## config.mk

```make
export PLATFORM = sky130hd
export DESIGN_NAME = ring_dither_seq
export DESIGN_NICKNAME = d
export VERILOG_FILES = /design/src/rtl/ring_dither_pkg.sv /design/src/rtl/ring_frame_seq.sv /design/src/rtl/ring_stage_map.sv /design/src/rtl/ring_dither_seq.sv
export SDC_FILE = /design/constraint.sdc
export NUM_CORES = 1
export LEC_CHECK = 0
export ABC_CLOCK_PERIOD_IN_PS = 2150
export CELL_PAD_IN_SITES_DETAIL_PLACEMENT = 2
export CELL_PAD_IN_SITES_GLOBAL_PLACEMENT = 2
export CORE_UTILIZATION = 25
export CTS_BUF_LIST = sky130_fd_sc_hd__clkbuf_16
export DETAILED_ROUTE_END_ITERATION = 16
export GPL_ROUTABILITY_DRIVEN = 0
export PLACE_DENSITY = 0.75
export SETUP_SLACK_MARGIN = 0.3
export SLEW_MARGIN = 20
export SYNTH_ARGS = -nofsm -noshare
export SYNTH_HDL_FRONTEND = slang
export SYNTH_HIERARCHICAL = 1
export SYNTH_SLANG_ARGS = --single-unit
```

## constraint.sdc

```tcl
create_clock -name clk -period 2.15 [get_ports clk]
set_input_delay 0.3225 -clock clk [delete_from_list [all_inputs] [get_ports clk]]
set_output_delay 0.3225 -clock clk [all_outputs]
set_load 0.01 [all_outputs]
```

## src/rtl/ring_dither_pkg.sv

```systemverilog
package ring_dither_pkg;
    localparam int COARSE_W  = 3;
    localparam int FINE_W    = 5;
    localparam int STAGE_W   = 5;
    localparam int FRAME_LEN = 1 << FINE_W;

    localparam logic [COARSE_W-1:0] COARSE_TOP = '1;
    localparam logic [STAGE_W-1:0]  BASE_SHORT = STAGE_W'(11);
    localparam logic [STAGE_W-1:0]  LONG_STEP  = STAGE_W'(2);
    localparam logic [STAGE_W-1:0]  TOP_LONG   = STAGE_W'(31);
    localparam logic [STAGE_W-1:0]  TOP_SHORT  = STAGE_W'(17);

    typedef struct packed {
        logic [COARSE_W-1:0] coarse;
        logic [FINE_W-1:0]   fine;
    } trim_t;

    typedef struct packed {
        logic [STAGE_W-1:0] stages;
        logic               div2;
    } ring_cfg_t;

    localparam trim_t TRIM_DEFAULT = '{coarse: COARSE_W'(4), fine: FINE_W'(0)};

    // Short ring length for the non-top coarse codes: base plus two stages per code
    function automatic logic [STAGE_W-1:0] short_count(input logic [COARSE_W-1:0] c);
        return BASE_SHORT + STAGE_W'({c, 1'b0});
    endfunction
endpackage

```

## src/rtl/ring_frame_seq.sv

```systemverilog
module ring_frame_seq
    import ring_dither_pkg::*;
(
    input  logic              clk,
    input  logic              rst,
    input  logic              stb,
    input  logic [FINE_W-1:0] fine,
    output logic [FINE_W-1:0] pos,
    output logic              is_long,
    output logic              frame_end
);
    logic [FINE_W-1:0] acc;
    logic [FINE_W:0]   sum;

    // A carry out of the phase accumulator marks a long cycle
    assign sum       = {1'b0, acc} + {1'b0, fine};
    assign is_long   = sum[FINE_W];
    assign frame_end = (pos == FINE_W'(FRAME_LEN - 1));

    always_ff @(posedge clk) begin
        if (rst) begin
            pos <= '0;
            acc <= '0;
        end else if (stb) begin
            pos <= pos + 1'b1;
            acc <= frame_end ? '0 : sum[FINE_W-1:0];
        end
    end

    // Checker-only tally of long cycles in the current frame
    logic [FINE_W:0] long_seen;
    always_ff @(posedge clk) begin
        if (rst)
            long_seen <= '0;
        else if (stb)
            long_seen <= frame_end ? '0 : long_seen + {{FINE_W{1'b0}}, is_long};
    end

    assert_acc_clear_R5: assert property (@(posedge clk) disable iff (rst)
        (pos == '0) |-> (acc == '0));

    assert_long_total_R5: assert property (@(posedge clk) disable iff (rst)
        (stb && frame_end) |-> ((long_seen + {{FINE_W{1'b0}}, is_long}) == {1'b0, fine}));

    assert_no_adjacent_long_R6: assert property (@(posedge clk) disable iff (rst)
        (stb && is_long && !frame_end && ({1'b0, fine} <= (FINE_W+1)'(FRAME_LEN / 2))) |=> !is_long);
endmodule

```

## src/rtl/ring_stage_map.sv

```systemverilog
module ring_stage_map
    import ring_dither_pkg::*;
(
    input  logic [COARSE_W-1:0] coarse,
    input  logic                is_long,
    output ring_cfg_t           cfg
);
    always_comb begin
        if (coarse == COARSE_TOP) begin
            cfg.stages = is_long ? TOP_LONG : TOP_SHORT;
            cfg.div2   = !is_long;
        end else begin
            cfg.stages = short_count(coarse) + (is_long ? LONG_STEP : '0);
            cfg.div2   = 1'b0;
        end
    end
endmodule

```

## src/rtl/ring_dither_seq.sv

```systemverilog
module ring_dither_seq
    import ring_dither_pkg::*;
#(
    parameter trim_t RESET_TRIM = TRIM_DEFAULT
) (
    input  logic                       clk,
    input  logic                       rst,
    input  logic                       cyc_stb,
    input  logic [COARSE_W+FINE_W-1:0] trim_in,
    output logic [STAGE_W-1:0]         stage_cnt,
    output logic                       div2_en
);
    trim_t             trim_act;
    logic [FINE_W-1:0] pos;
    logic              is_long;
    logic              frame_end;
    ring_cfg_t         cfg;

    // A new trim word is taken only as the last cycle of a frame retires
    always_ff @(posedge clk) begin
        if (rst)
            trim_act <= RESET_TRIM;
        else if (cyc_stb && frame_end)
            trim_act <= trim_t'(trim_in);
    end

    ring_frame_seq u_seq (
        .clk       (clk),
        .rst       (rst),
        .stb       (cyc_stb),
        .fine      (trim_act.fine),
        .pos       (pos),
        .is_long   (is_long),
        .frame_end (frame_end)
    );

    ring_stage_map u_map (
        .coarse  (trim_act.coarse),
        .is_long (is_long),
        .cfg     (cfg)
    );

    assign stage_cnt = cfg.stages;
    assign div2_en   = cfg.div2;

    assert_trim_hold_R7: assert property (@(posedge clk) disable iff (rst)
        !(cyc_stb && frame_end) |=> $stable(trim_act));

    assert_div2_top_short_R4: assert property (@(posedge clk) disable iff (rst)
        div2_en |-> (trim_act.coarse == COARSE_TOP && !is_long));

    assert_hold_idle_R8: assert property (@(posedge clk) disable iff (rst)
        !cyc_stb |=> ($stable(stage_cnt) && $stable(div2_en)));
endmodule

```

; ---- After elaboration in Yosys (flattened, before gate mapping)
; Index checks and enable logic that the tools add are counted.
[word_totals]
register_bits = 18
inputBits = 11
word_cells = 16
[op_classes]
n_addsub = 4
n_eq_ne = 2
mux = 4
n_reduce_logical = 2
[ops]
columns = op, count
row1 = $add 5x5->6, 1
row2 = $mux 6, 1
row3 = $add 4x4->5 const A, 1
row4 = $add 5x1->5 const B, 1
row5 = $add 5x5->5, 1
row6 = $eq 5x5->1 const B, 1
row7 = $mux 5, 1
row8 = $mux 4, 1
row9 = $eq 3x3->1 const B, 1
row10 = $mux 2, 1
row11 = $logic_and 1x1->1, 1
row12 = $logic_not 1->1, 1

; ---- Depth between registers and ports, before layout
; Gate-level depths: netlist of run 1.
[depth]
word_depth = 4
mapped_depth = 11
depth_no_buf = 11

; ---- By module
; The synthesis of run 1 kept the hierarchy.
[by_module_without_submodules]
columns = module, instances, cells_per_inst, area_each_um2
row1 = ring_frame_seq, 1, 62, 578.1
row2 = ring_dither_seq, 1, 37, 364.1
row3 = ring_stage_map, 1, 19, 120.1

; ---- Least setup slack after synthesis of run 1
; OpenSTA, ideal clock, no wires.
[synth_timing]
path_type = register to output
start = register trim_act[1] (netlist name)
end = output port stage_cnt[3]
arrival_ns = 2.045
t_required_ns = 1.827
setup_slack_ns = -0.218
path_stages_with_launch = 12
path_buffers = 0
cell_sequence = dfxtp_1 ha_1 a211oi_1 o21bai_1 a21o_1 inv_1 ha_1 inv_1 ha_1 inv_1 ha_1 o21ai_1
[synth_between]
elab_chain_cells = 4
word_cells_on_any_way = 5
cone_classes = add/sub: 2 / mux: 3
[synth_lines]
columns = item, line
row1 = from (decl), ring_dither_seq.sv:13  ; trim_t trim_act;
row2 = from (signal assigned), ring_dither_seq.sv:24  ; trim_act <= trim_t'(trim_in);
row3 = $add 5x5->6 *, ring_frame_seq.sv:16  ; assign sum = {1'b0, acc} + {1'b0, fine};
row4 = via is_long, ring_dither_seq.sv:15  ; logic is_long;
row5 = $mux 2, ring_stage_map.sv:13  ; cfg.stages = short_count(coarse) + (is_long ? LONG_STEP : '0);
row6 = $add 5x5->5, ring_stage_map.sv:13
row7 = $mux 6 *, ring_stage_map.sv:9  ; if (coarse == COARSE_TOP) begin
row8 = to (decl), ring_dither_seq.sv:10  ; output logic [STAGE_W-1:0] stage_cnt,
; The timed path passes the listed nets; every way through them passes the cells marked *.

; ---- Worst setup path after layout of run 1
[layout_timing]
start = register trim_act[1] (netlist name)
end = output port stage_cnt[2]
; Same word-level chain as after synthesis.

==> results of run 1 <==
-- Yosys cell counts, types with 2 or more instances --
library cell / count / area [um^2]
a21o_1: 2 / 15.0
nor2b_1: 4 / 25.0
a211oi_1: 2 / 15.0
nand3_1: 10 / 50.1
a21oi_1: 10 / 50.1
buf_2: 2 / 10.0
buf_6: 3 / 33.8
inv_1: 9 / 33.8
dfxtp_1: 18 / 360
nand4_1: 2 / 12.5
xor2_1: 3 / 26.3
a21bo_2: 6 / 60.1
nand2_1: 2 / 7.51
mux2i_1: 2 / 20.0
nor2_1: 11 / 41.3
ha_1: 10 / 125
o21ai_1: 2 / 10.0
-- worst paths after layout --
check / from / endpoint / cells past startpoint
setup / recovery: trim_act[1]$_SDFFE_PP0P_ / stage_cnt[2] / 12
hold / removal: u_seq/acc[3]$_SDFFE_PP0P_ / u_seq/acc[3]$_SDFFE_PP0P_ / 2
setup reg to reg: u_seq/pos[0]$_SDFFE_PP0P_ / u_seq/acc[4]$_SDFFE_PP0P_ / 6
hold reg to reg: u_seq/acc[3]$_SDFFE_PP0P_ / u_seq/acc[3]$_SDFFE_PP0P_ / 2
-- timing repair --
action | CTS | global route
setup buffers | 4 | 2
pin swaps | 10 | 6
endpoints found under the setup margin | 5 | 7
gates resized for setup | 38 | 7
hold endpoints to repair | 0 | 0
-- layout by cell type (no fill, tap or decap), types with 2 or more instances in the layout --
cell type	n
o21ai_2	4
mux2i_1	2
ha_4	5
a21o_1	2
inv_4	2
inv_1	5
buf_4	19
buf_6	5
buf_2	3
xor2_1	3
nand3_1	10
a21oi_1	10
nor2_1	10
clkbuf_16	3
clkdlybuf4s50_1	10
a21bo_2	6
dfxtp_1	15
nand4_1	2
ha_2	2
inv_2	2
ha_1	3
nor2b_1	3
dfxtp_2	3
-- kinds of logic (layout without fill, tap and decap cells) --
group,count (synthesis),after routing,synth area share [%]
other cells,1,1,0.353
simple gates,33,33,16.4
buf+inv,17,50,8.72
xor+xnor,4,4,3.30
fa+ha+maj,11,11,13.7
mux,2,2,1.88
flops,18,18,33.9
compound gates,32,32,21.8
-- sequential cells by signal, indices dropped and copies added (netlist names) --
name	count
trim_act	8
u_seq/acc	5
u_seq/pos	5
-- where the power goes --
group	total, W	internal (W)	leakage [nW]	switching [W]
clock	0.000382	0.000248	0.0385	0.000134
sequential	0.000342	0.000338	0.147	0.00000424
combinational	0.0000560	0.0000295	0.470	0.0000265
total	0.000780	0.000615	0.655	0.000165
-- stage by stage --
step / hold slack, ns / power, W / setup TNS [ns] / std cells
after floorplan: 0.438 / 0.000377 / -0.0243 / 118
after global placement: 0.474 / 0.000402 / -1.60 / 191
after detailed placement: 0.485 / 0.000404 / -1.90 / 191
after CTS: 0.501 / 0.000788 / -1.20 / 199
after global routing: 0.540 / 0.000806 / -2.11 / 201
final: 0.503 / 0.000780 / -1.80 / 201
-- area by class of cell --
| cell class | count | area share (%) |
|---|---|---|
| Tap cell | 50 | 3.98 |
| Multi-Input combinational cell | 83 | 45.4 |
| Timing Repair Buffer | 37 | 20.0 |
| Clock inverter | 1 | 0.239 |
| Clock buffer | 3 | 4.78 |
| Inverter | 9 | 2.47 |
| Sequential cell | 18 | 23.2 |
-- routing by layer --
metal	track usage [%]	up-vias	routed length [um]	share of wire, %
met2	31.0	20	1840	52
met3	2.70	8	116	3.3
met5	0	-	0	0
li1	-	481	-	-
met4	6.38	0	87	2.4
met1	18.6	492	1530	43
-- critical path, stage by stage, from the launching register on --
cell and delay, ns:
dfxtp_2 0.33, ha_4 0.25, a211oi_4 0.28, o21bai_1 0.09, a21o_1 0.18, buf_4 0.14
buf_6 0.11, buf_6 0.10, buf_6 0.11, nand4_1 0.12, buf_4 0.14, o21ai_2 0.04
buf_2 0.13
==> out/metrics.cfg, run 1 <==
[layout]
fin_area_um2 = 1570
n_antenna_cell = 0
drive_gt1_share_pct = 40.4
fillers = 459
finish.utilization_pct = 39.0
register_area_um2 = 364
layout.nets = 174
syn_to_final_growth_pct = 47.9
multi_input_area_um2 = 713

[yosys]
synth_cell_type_count = 37
synthArstFlopShare_pct = 0
netlist_area_um2 = 1060
synth_ff_type = dfxtp_1
syn_avg_cell_area_um2 = 9.00
synth-seq-cells = 18
synth_enable_flop_cells = 0
synth_seq_area_share_pct = 33.9
syn_nets = 140
ys_warn_count = 6
synthCells = 118

[setup_path]
worst-r2r-setup-slack_ns = 0.39
crit_fanout = 2
path_class = reg -> out
crit_path_end_kind = output port
crit_arrival_ns = 2.28
required_ns = 1.83
start_kind = flip-flop

[floorplanning]
die_area_um2 = 4510
die_h_um = 67.2
core-area_um2 = 4030
ios = 17
start_util_pct = 26.4
row_count = 23
die_x_um = 67.2

[cts]
clock_latency_ns = 0.25
cts_max_level = 1
clkSinkCount = 18
cts_buffers = 3
clockBufferDepth = 2
path_clk_slew_ns = 0.06
cts-hold-fix-buffers = 0
cts_tree = yes
clockRootBuffer = clkbuf_16

[pwr]
p_per_area_nw_per_um2 = 496
cellLeakagePower_nw = 0.655
ir_drop_uv = 204

[sta]
rsz0062_at_grt = true
fmax_ghz = 0.385
skew_ns = 0.00463
fin_crit_sh_pct = 121
slew_violations = 0
finalWorstSetupSlack_ns = -0.448
setup_viol = 5
fin_crit_ns = 2.60
hold_violations = 0

[flow_run]
max_cap_viol_count = 0

[placement]
preCtsSetupSlack_ns = -0.653
dpl.hpwl_um = 2190
portBuffers = 15
placed_cell_area_um2 = 1370

[route]
drt_iter0_drc = 33
wirelength_um = 3570
firstDrtPassIters = 4
drc_errors = 0
ant_nets = 0
avgViaCountPerCell = 4.98
post_drt_wl_per_cell_um = 17.8
num_vias = 1001

[grt]
grt_first_pass_wirelength_um = 5360
track_usage_pct = 16.6
grt_max_degree = 22
antenna_found_initial = 0
gr-total-overflow = 0
grt_pass1_vias = 1077

[status]
failed_checks = setup timing
status = finished with violations

[min_path]
hp-class = reg -> reg

(Power assumes the default switching activity.)
==> run 2: changes to the inputs <==
--- a/config.mk
+++ b/config.mk
@@ -9,13 +9,12 @@
 export CELL_PAD_IN_SITES_DETAIL_PLACEMENT = 2
 export CELL_PAD_IN_SITES_GLOBAL_PLACEMENT = 2
 export CORE_UTILIZATION = 25
-export CTS_BUF_LIST = sky130_fd_sc_hd__clkbuf_16
+export CTS_BUF_LIST = sky130_fd_sc_hd__clkbuf_4 sky130_fd_sc_hd__clkbuf_8
 export DETAILED_ROUTE_END_ITERATION = 16
 export GPL_ROUTABILITY_DRIVEN = 0
-export PLACE_DENSITY = 0.75
+export PLACE_DENSITY = 0.77
 export SETUP_SLACK_MARGIN = 0.3
 export SLEW_MARGIN = 20
 export SYNTH_ARGS = -nofsm -noshare
 export SYNTH_HDL_FRONTEND = slang
-export SYNTH_HIERARCHICAL = 1
 export SYNTH_SLANG_ARGS = --single-unit
==> out/metrics.cfg, run 2 <==
[sta]
fin_crit_ns = 2.56  ; was 2.60 ns
slew_headroom_pct = 65.0
hold_violations = 0  ; unchanged
worstMarginPinSlew_ns = 0.521
finalWorstSetupSlack_ns = -0.413  ; was -0.448 ns
fin_crit_sh_pct = 119  ; was 121%
slew_violations = 0  ; unchanged
setup_viol = 5  ; unchanged
skew_ns = 0.00201  ; was 0.00463 ns
fmax_ghz = 0.390  ; was 0.385 GHz
rsz0062_at_grt = true  ; unchanged

[yosys]
netlist_area_um2 = 1020  ; was 1060 um^2
syn_nets = 143  ; was 140
synth_top_area_share_pct = 35.3  ; was 33.9%
synth.area.top_cells = dfxtp_1 (35%), ha_1 (12%), a21oi_1 (5.9%)  ; was dfxtp_1 (34%), ha_1 (12%), a21bo_2 (5.7%)
synth_enable_flop_cells = 0  ; unchanged
synth_ff_type = dfxtp_1  ; unchanged
synth.most_common_cell = dfxtp_1  ; unchanged
syn_avg_cell_area_um2 = 8.44  ; was 9.00 um^2
synth_cell_type_count = 33  ; was 37
ys_warn_count = 0  ; was 6
synth-seq-cells = 18  ; unchanged
synth_seq_area_share_pct = 35.3  ; was 33.9%
synth.largest_area_cell = dfxtp_1  ; unchanged
synthArstFlopShare_pct = 0  ; unchanged
synthCells = 121  ; was 118
synthTopCellsByCount = dfxtp_1 (18), a21oi_1 (12), ha_1 (10), nand2_1 (10), nor2_1 (10)  ; was dfxtp_1 (18), nor2_1 (11), a21oi_1 (10), ha_1 (10), nand3_1 (10)

[setup_path]
path_class = reg -> out  ; unchanged
cpMostUsedCell = ha_4  ; was buf_6
worstPathCellList = ha_4 -> a211oi_2 -> o21bai_1 -> a21oi_2 -> ha_2 -> inv_2 -> ha_4 -> inv_2 -> ha_4 -> a211oi_2 -> buf_2  ; was ha_4 -> a211oi_4 -> o21bai_1 -> a21o_1 -> buf_4 -> buf_6 -> buf_6 -> buf_6 -> nand4_1 -> buf_4 -> o21ai_2 -> buf_2
worst-path-buf-inv = 3  ; was 6
crit_fanout = 2  ; unchanged
max_stage_delay_ns = 0.34  ; was 0.33 ns
path_delay_family = adder cells  ; was buffers and inverters
required_ns = 1.83  ; about the same
start_kind = flip-flop  ; unchanged
crit_path_end_kind = output port  ; unchanged
crit_arrival_ns = 2.24  ; was 2.28 ns
cp_slowest_cell = dfxtp_2  ; unchanged

[layout]
n_antenna_cell = 0  ; unchanged
regMostFlops = trim_act  ; unchanged
layout_common_cells = buf_4 (16), a21oi_1 (11), nor2_1 (10), clkdlybuf4s50_1 (10), dfxtp_1 (10)  ; was buf_4 (19), dfxtp_1 (15)
largest_reg_flops = 8  ; unchanged
fillers = 426  ; was 459
fin_area_um2 = 1530  ; was 1570 um^2
drive_gt1_share_pct = 38.2  ; was 40.4%
final_common_cell = buf_4  ; unchanged
multi_input_area_um2 = 733  ; was 713 um^2
reg_top3 = trim_act (8), u_seq.acc (5), u_seq.pos (5)  ; was trim_act (8), u_seq/acc (5), u_seq/pos (5)
fin_cells = 200  ; was 201
finish.utilization_pct = 40.3  ; was 39.0%
syn_to_final_growth_pct = 49.8  ; was 47.9%
layout.nets = 175  ; was 174
register_area_um2 = 370  ; was 364 um^2

[route]
ant_nets = 0  ; unchanged
drt_iter0_drc = 25  ; was 33
post_drt_wl_per_cell_um = 16.5  ; was 17.8 um
avgViaCountPerCell = 4.93  ; was 4.98
num_vias = 985  ; was 1001
firstDrtPassIters = 2  ; was 4
drc_errors = 0  ; unchanged
wirelength_um = 3300  ; was 3570 um

[placement]
dpl.hpwl_um = 2350  ; was 2190 um
portBuffers = 15  ; unchanged
placed_cell_area_um2 = 1400  ; was 1370 um^2
place_inst = 193  ; was 191
preCtsSetupSlack_ns = -0.632  ; was -0.653 ns

[cts]
clkSinkCount = 18  ; unchanged
clock_latency_ns = 0.26  ; was 0.25 ns
cts_buffers = 3  ; unchanged
clockRootBuffer = clkbuf_8  ; was clkbuf_16
cts_tree = yes  ; unchanged
path_clk_slew_ns = 0.07  ; was 0.06 ns
clockBufferDepth = 2  ; unchanged
cts_max_level = 1  ; unchanged

[pwr]
clockPowerShare_pct = 42.5  ; was 48.9%
sw_frac_of_total_pct = 22.7  ; was 21.1%
intPower_w = 0.000529  ; was 0.000615 W
ir_drop_uv = 214  ; was 204 uV
seqPwrFrac_pct = 50.0  ; was 43.9%
cellLeakagePower_nw = 0.597  ; was 0.655 nW
switchingPower_w = 0.000155  ; was 0.000165 W
combPwrFrac_pct = 7.5  ; was 7.2%
p_per_area_nw_per_um2 = 448  ; was 496 nW/um^2

[status]
status = finished with violations  ; unchanged
failed_checks = setup timing  ; unchanged

[grt]
grt_max_degree = 21  ; was 22
track_usage_pct = 17.3  ; was 16.6%
grt_first_pass_wirelength_um = 5510  ; was 5360 um
gr-total-overflow = 0  ; unchanged
antenna_found_initial = 0  ; unchanged
grt_pass1_vias = 1135  ; was 1077

[floorplanning]
die_x_um = 65.9  ; was 67.2 um
row_count = 22  ; was 23
die_h_um = 65.9  ; was 67.2 um
start_util_pct = 26.9  ; was 26.4%
core-area_um2 = 3800  ; was 4030 um^2
ios = 17  ; unchanged
die_area_um2 = 4340  ; was 4510 um^2

[min_path]
hp-class = reg -> reg  ; unchanged

[flow_run]
max_cap_viol_count = 0  ; unchanged

==> run 2: cell types whose count changed after synthesis, sizes merged, moves of 3 or more <==
cell,delta
nand2,+8
a21bo,-7
nand2b,+5
buf,-4
nor2b,-4
a211o,+3
or2,+3
==> run 2: worst paths after layout <==
kind / start / endpoint / slack (ns) / cells past startpoint
setup / recovery: trim_act[1]$_SDFFE_PP0P_ / stage_cnt[3] / -0.41 / 11
setup reg to reg: u_seq.pos[0]$_SDFFE_PP0P_ / u_seq.acc[4]$_SDFFE_PP0P_ / 0.36 / 6
hold / removal: trim_act[4]$_SDFFE_PP0P_ / trim_act[4]$_SDFFE_PP0P_ / 0.47 / 2
hold reg to reg: trim_act[4]$_SDFFE_PP0P_ / trim_act[4]$_SDFFE_PP0P_ / 0.47 / 2
==> run 2: cell families (layout without fill, tap and decap cells) <==
logic type | Yosys count | count (layout) | synth area share [%]
mux | 3 | 3 | 2.94
compound gates | 25 | 25 | 16.2
simple gates | 46 | 46 | 22.8
flops | 18 | 18 | 35.3
other cells | 1 | 1 | 0.367
fa+ha+maj | 11 | 11 | 14.2
buf+inv | 14 | 45 | 5.64
xor+xnor | 3 | 3 | 2.57
==> run 2: what timing repair did <==
action                                  CTS  global route
hold buffers                              0             0
pin swaps                                 9             8
setup buffers                             1             2
resized for setup                        34             4
endpoints found under the setup margin    8             7
cloned                                    0             0
==> run 2: worst min-delay path: stages, from the launching register on <==
cell and delay, ns:
dfxtp_1 0.32, nand2_1 0.06, a21oi_1 0.05
==> run 2: power by group through the flow <==
stage	Sequential (W)	Combinational [W]	Clock (W)
after floorplan	0.000348	0.0000238	0
after global placement	0.000348	0.0000473	0
after detailed placement	0.000349	0.0000510	0
after CTS	0.000341	0.0000520	0.000303
after global routing	0.000343	0.0000565	0.000314
final	0.000342	0.0000511	0.000291
==> run 2: routing by layer <==
layer  wire (um)  global-route usage, %
met2        1870                   34.3
met3          49                   1.55
met5           0                      0
met1        1330                   18.0
met4          55                   7.34
==> run 2: final cells by class <==
class	instances	area share, %
inverters	8	1.96
well taps	48	3.93
repair buffers	33	18.3
multi-input cells	89	48.0
flip-flops and latches	18	24.2
clock buffers	4	3.60
==> run 2: stage by stage <==
stage	total power (W)	hold slack (ns)	setup TNS, ns
3_5_place_dp	0.000400	0.468	-1.79
4_1_cts	0.000697	0.479	-1.39
2_1_floorplan	0.000371	0.441	0
6_report	0.000684	0.474	-1.21
3_3_place_gp	0.000395	0.454	-1.41
5_1_grt	0.000713	0.503	-1.61
==> run 3: changes to the inputs <==
--- a/config.mk
+++ b/config.mk
@@ -8,6 +8,7 @@
 export ABC_CLOCK_PERIOD_IN_PS = 2150
 export CELL_PAD_IN_SITES_DETAIL_PLACEMENT = 2
 export CELL_PAD_IN_SITES_GLOBAL_PLACEMENT = 2
+export CORE_MARGIN = 2
 export CORE_UTILIZATION = 25
 export CTS_BUF_LIST = sky130_fd_sc_hd__clkbuf_4 sky130_fd_sc_hd__clkbuf_8
 export DETAILED_ROUTE_END_ITERATION = 16
==> out/metrics.cfg, run 3 (synthesis results as in run 2) <==
[grt]
grt_first_pass_wirelength_um = 5460  ; was 5510 um
gr-total-overflow = 0  ; unchanged
grt_max_degree = 21  ; unchanged
track_usage_pct = 15.9  ; was 17.3%
antenna_found_initial = 0  ; unchanged
grt_pass1_vias = 1164  ; was 1135

[setup_path]
cp_slowest_cell = dfxtp_2  ; unchanged
worstPathCellList = ha_4 -> a211oi_4 -> o21bai_1 -> a21oi_1 -> ha_2 -> inv_2 -> ha_4 -> inv_2 -> ha_4 -> a211oi_2 -> buf_2  ; was ha_4 -> a211oi_2 -> o21bai_1 -> a21oi_2 -> ha_2 -> inv_2 -> ha_4 -> inv_2 -> ha_4 -> a211oi_2 -> buf_2
max_stage_delay_ns = 0.34  ; about the same
path_delay_family = adder cells  ; unchanged
worst-path-buf-inv = 3  ; unchanged
crit_fanout = 2  ; unchanged
start_kind = flip-flop  ; unchanged
cpMostUsedCell = ha_4  ; unchanged
crit_path_end_kind = output port  ; unchanged
required_ns = 1.83  ; about the same
crit_arrival_ns = 2.28  ; was 2.24 ns
path_class = reg -> out  ; unchanged

[sta]
fin_crit_ns = 2.60  ; was 2.56 ns
hold_violations = 0  ; unchanged
fmax_ghz = 0.385  ; was 0.390 GHz
setup_viol = 4  ; was 5
fin_crit_sh_pct = 121  ; was 119%
rsz0062_at_grt = true  ; unchanged
slew_violations = 0  ; unchanged
finalWorstSetupSlack_ns = -0.449  ; was -0.413 ns
skew_ns = 0.00445  ; was 0.00201 ns

[cts]
path_clk_slew_ns = 0.08  ; was 0.07 ns
clockBufferDepth = 2  ; unchanged
cts_tree = yes  ; unchanged
clock_latency_ns = 0.25  ; was 0.26 ns
clockRootBuffer = clkbuf_8  ; unchanged
cts_buffers = 3  ; unchanged
cts_max_level = 1  ; unchanged
clkSinkCount = 18  ; unchanged

[route]
drt_iter0_drc = 18  ; was 25
post_drt_wl_per_cell_um = 16.2  ; was 16.5 um
avgViaCountPerCell = 4.88  ; was 4.93
ant_nets = 0  ; unchanged
drc_errors = 0  ; unchanged
firstDrtPassIters = 3  ; was 2
num_vias = 990  ; was 985
wirelength_um = 3290  ; was 3300 um

[layout]
layout.nets = 176  ; was 175
finish.utilization_pct = 38.9  ; was 40.3%
fin_area_um2 = 1550  ; was 1530 um^2
syn_to_final_growth_pct = 51.3  ; was 49.8%
n_antenna_cell = 0  ; unchanged
regMostFlops = trim_act  ; unchanged
reg_top3 = trim_act (8), u_seq.acc (5), u_seq.pos (5)  ; unchanged
layout_common_cells = buf_4 (18), a21oi_1 (12), nor2_1 (10), clkdlybuf4s50_1 (10)  ; was buf_4 (16), a21oi_1 (11), nor2_1 (10), clkdlybuf4s50_1 (10), dfxtp_1 (10)
drive_gt1_share_pct = 39.9  ; was 38.2%
final_common_cell = buf_4  ; unchanged
largest_reg_flops = 8  ; unchanged
fin_cells = 203  ; was 200

[flow_run]
max_cap_viol_count = 0  ; unchanged

[pwr]
ir_drop_uv = 206  ; was 214 uV
cellLeakagePower_nw = 0.613  ; was 0.597 nW
p_per_area_nw_per_um2 = 438  ; was 448 nW/um^2

[placement]
placed_cell_area_um2 = 1410  ; was 1400 um^2
place_inst = 196  ; was 193
preCtsSetupSlack_ns = -0.653  ; was -0.632 ns
dpl.hpwl_um = 2390  ; was 2350 um
portBuffers = 15  ; unchanged

[floorplanning]
die_h_um = 67.9  ; was 65.9 um
row_count = 23  ; was 22
die_x_um = 67.9  ; was 65.9 um
start_util_pct = 25.7  ; was 26.9%
core-area_um2 = 3970  ; was 3800 um^2
die_area_um2 = 4610  ; was 4340 um^2
ios = 17  ; unchanged

[min_path]
hp-class = reg -> reg  ; unchanged

[status]
failed_checks = setup timing  ; unchanged
status = finished with violations  ; unchanged

run 3: timing repair:
action / in CTS / in global routing
hold buffers: 0 / 0
resized for setup: 28 / 12
pin swaps: 11 / 9
endpoints found under the setup margin: 7 / 7
buffers inserted: 1 / 2
run 3: cell type report:
type                            count  area (um^2)
Clock buffer                        4         55.1
Fill cell                         446         2430
Inverter                            8         30.0
Multi-Input combinational cell     89          742
Sequential cell                    18          372
Tap cell                           50         62.6
Timing Repair Buffer               34          284
run 3: routing by layer:
layer / GRT usage (%) / up-vias / part of all wire [%]
li1: - / 484 / -
met1: 17.5 / 496 / 41
met2: 32.0 / 8 / 57
met3: 1.97 / 2 / 2.1
met4: 3.50 / 0 / 0.24
met5: 0 / - / 0
run 3: final timing paths:
kind	endpoint	from	slack, ns	cells after the start
worst max-delay path	stage_cnt[3]	trim_act[1]$_SDFFE_PP0P_	-0.45	11
worst min-delay path	trim_act[4]$_SDFFE_PP0P_	trim_act[4]$_SDFFE_PP0P_	0.47	2
worst max register to register	u_seq.acc[4]$_SDFFE_PP0P_	u_seq.pos[1]$_SDFFE_PP0P_	0.39	6
worst min register to register	trim_act[4]$_SDFFE_PP0P_	trim_act[4]$_SDFFE_PP0P_	0.47	2
run 3: per-stage QoR:
stage / power, W / hold WS [ns] / TNS (ns)
finish: 0.000677 / 0.469 / -1.00
global route: 0.000708 / 0.509 / -1.53
CTS: 0.000687 / 0.480 / -1.41
detailed placement: 0.000399 / 0.468 / -1.73
global placement: 0.000397 / 0.455 / -1.39
floorplan: 0.000371 / 0.441 / 0
run 3: worst register-to-register path, stage by stage, from the launching register on:
cell and delay [ns]:
dfxtp_1 0.33, ha_2 0.18, and3_1 0.17, ha_1 0.19
or4b_1 0.50, a211o_1 0.26, o221ai_2 0.07
run 3: power by group:
| group | internal (W) | total [W] | switching [W] |
|---|---|---|---|
| combinational | 0.0000307 | 0.0000548 | 0.0000241 |
| sequential | 0.000337 | 0.000340 | 0.00000261 |
| clock | 0.000163 | 0.000283 | 0.000120 |
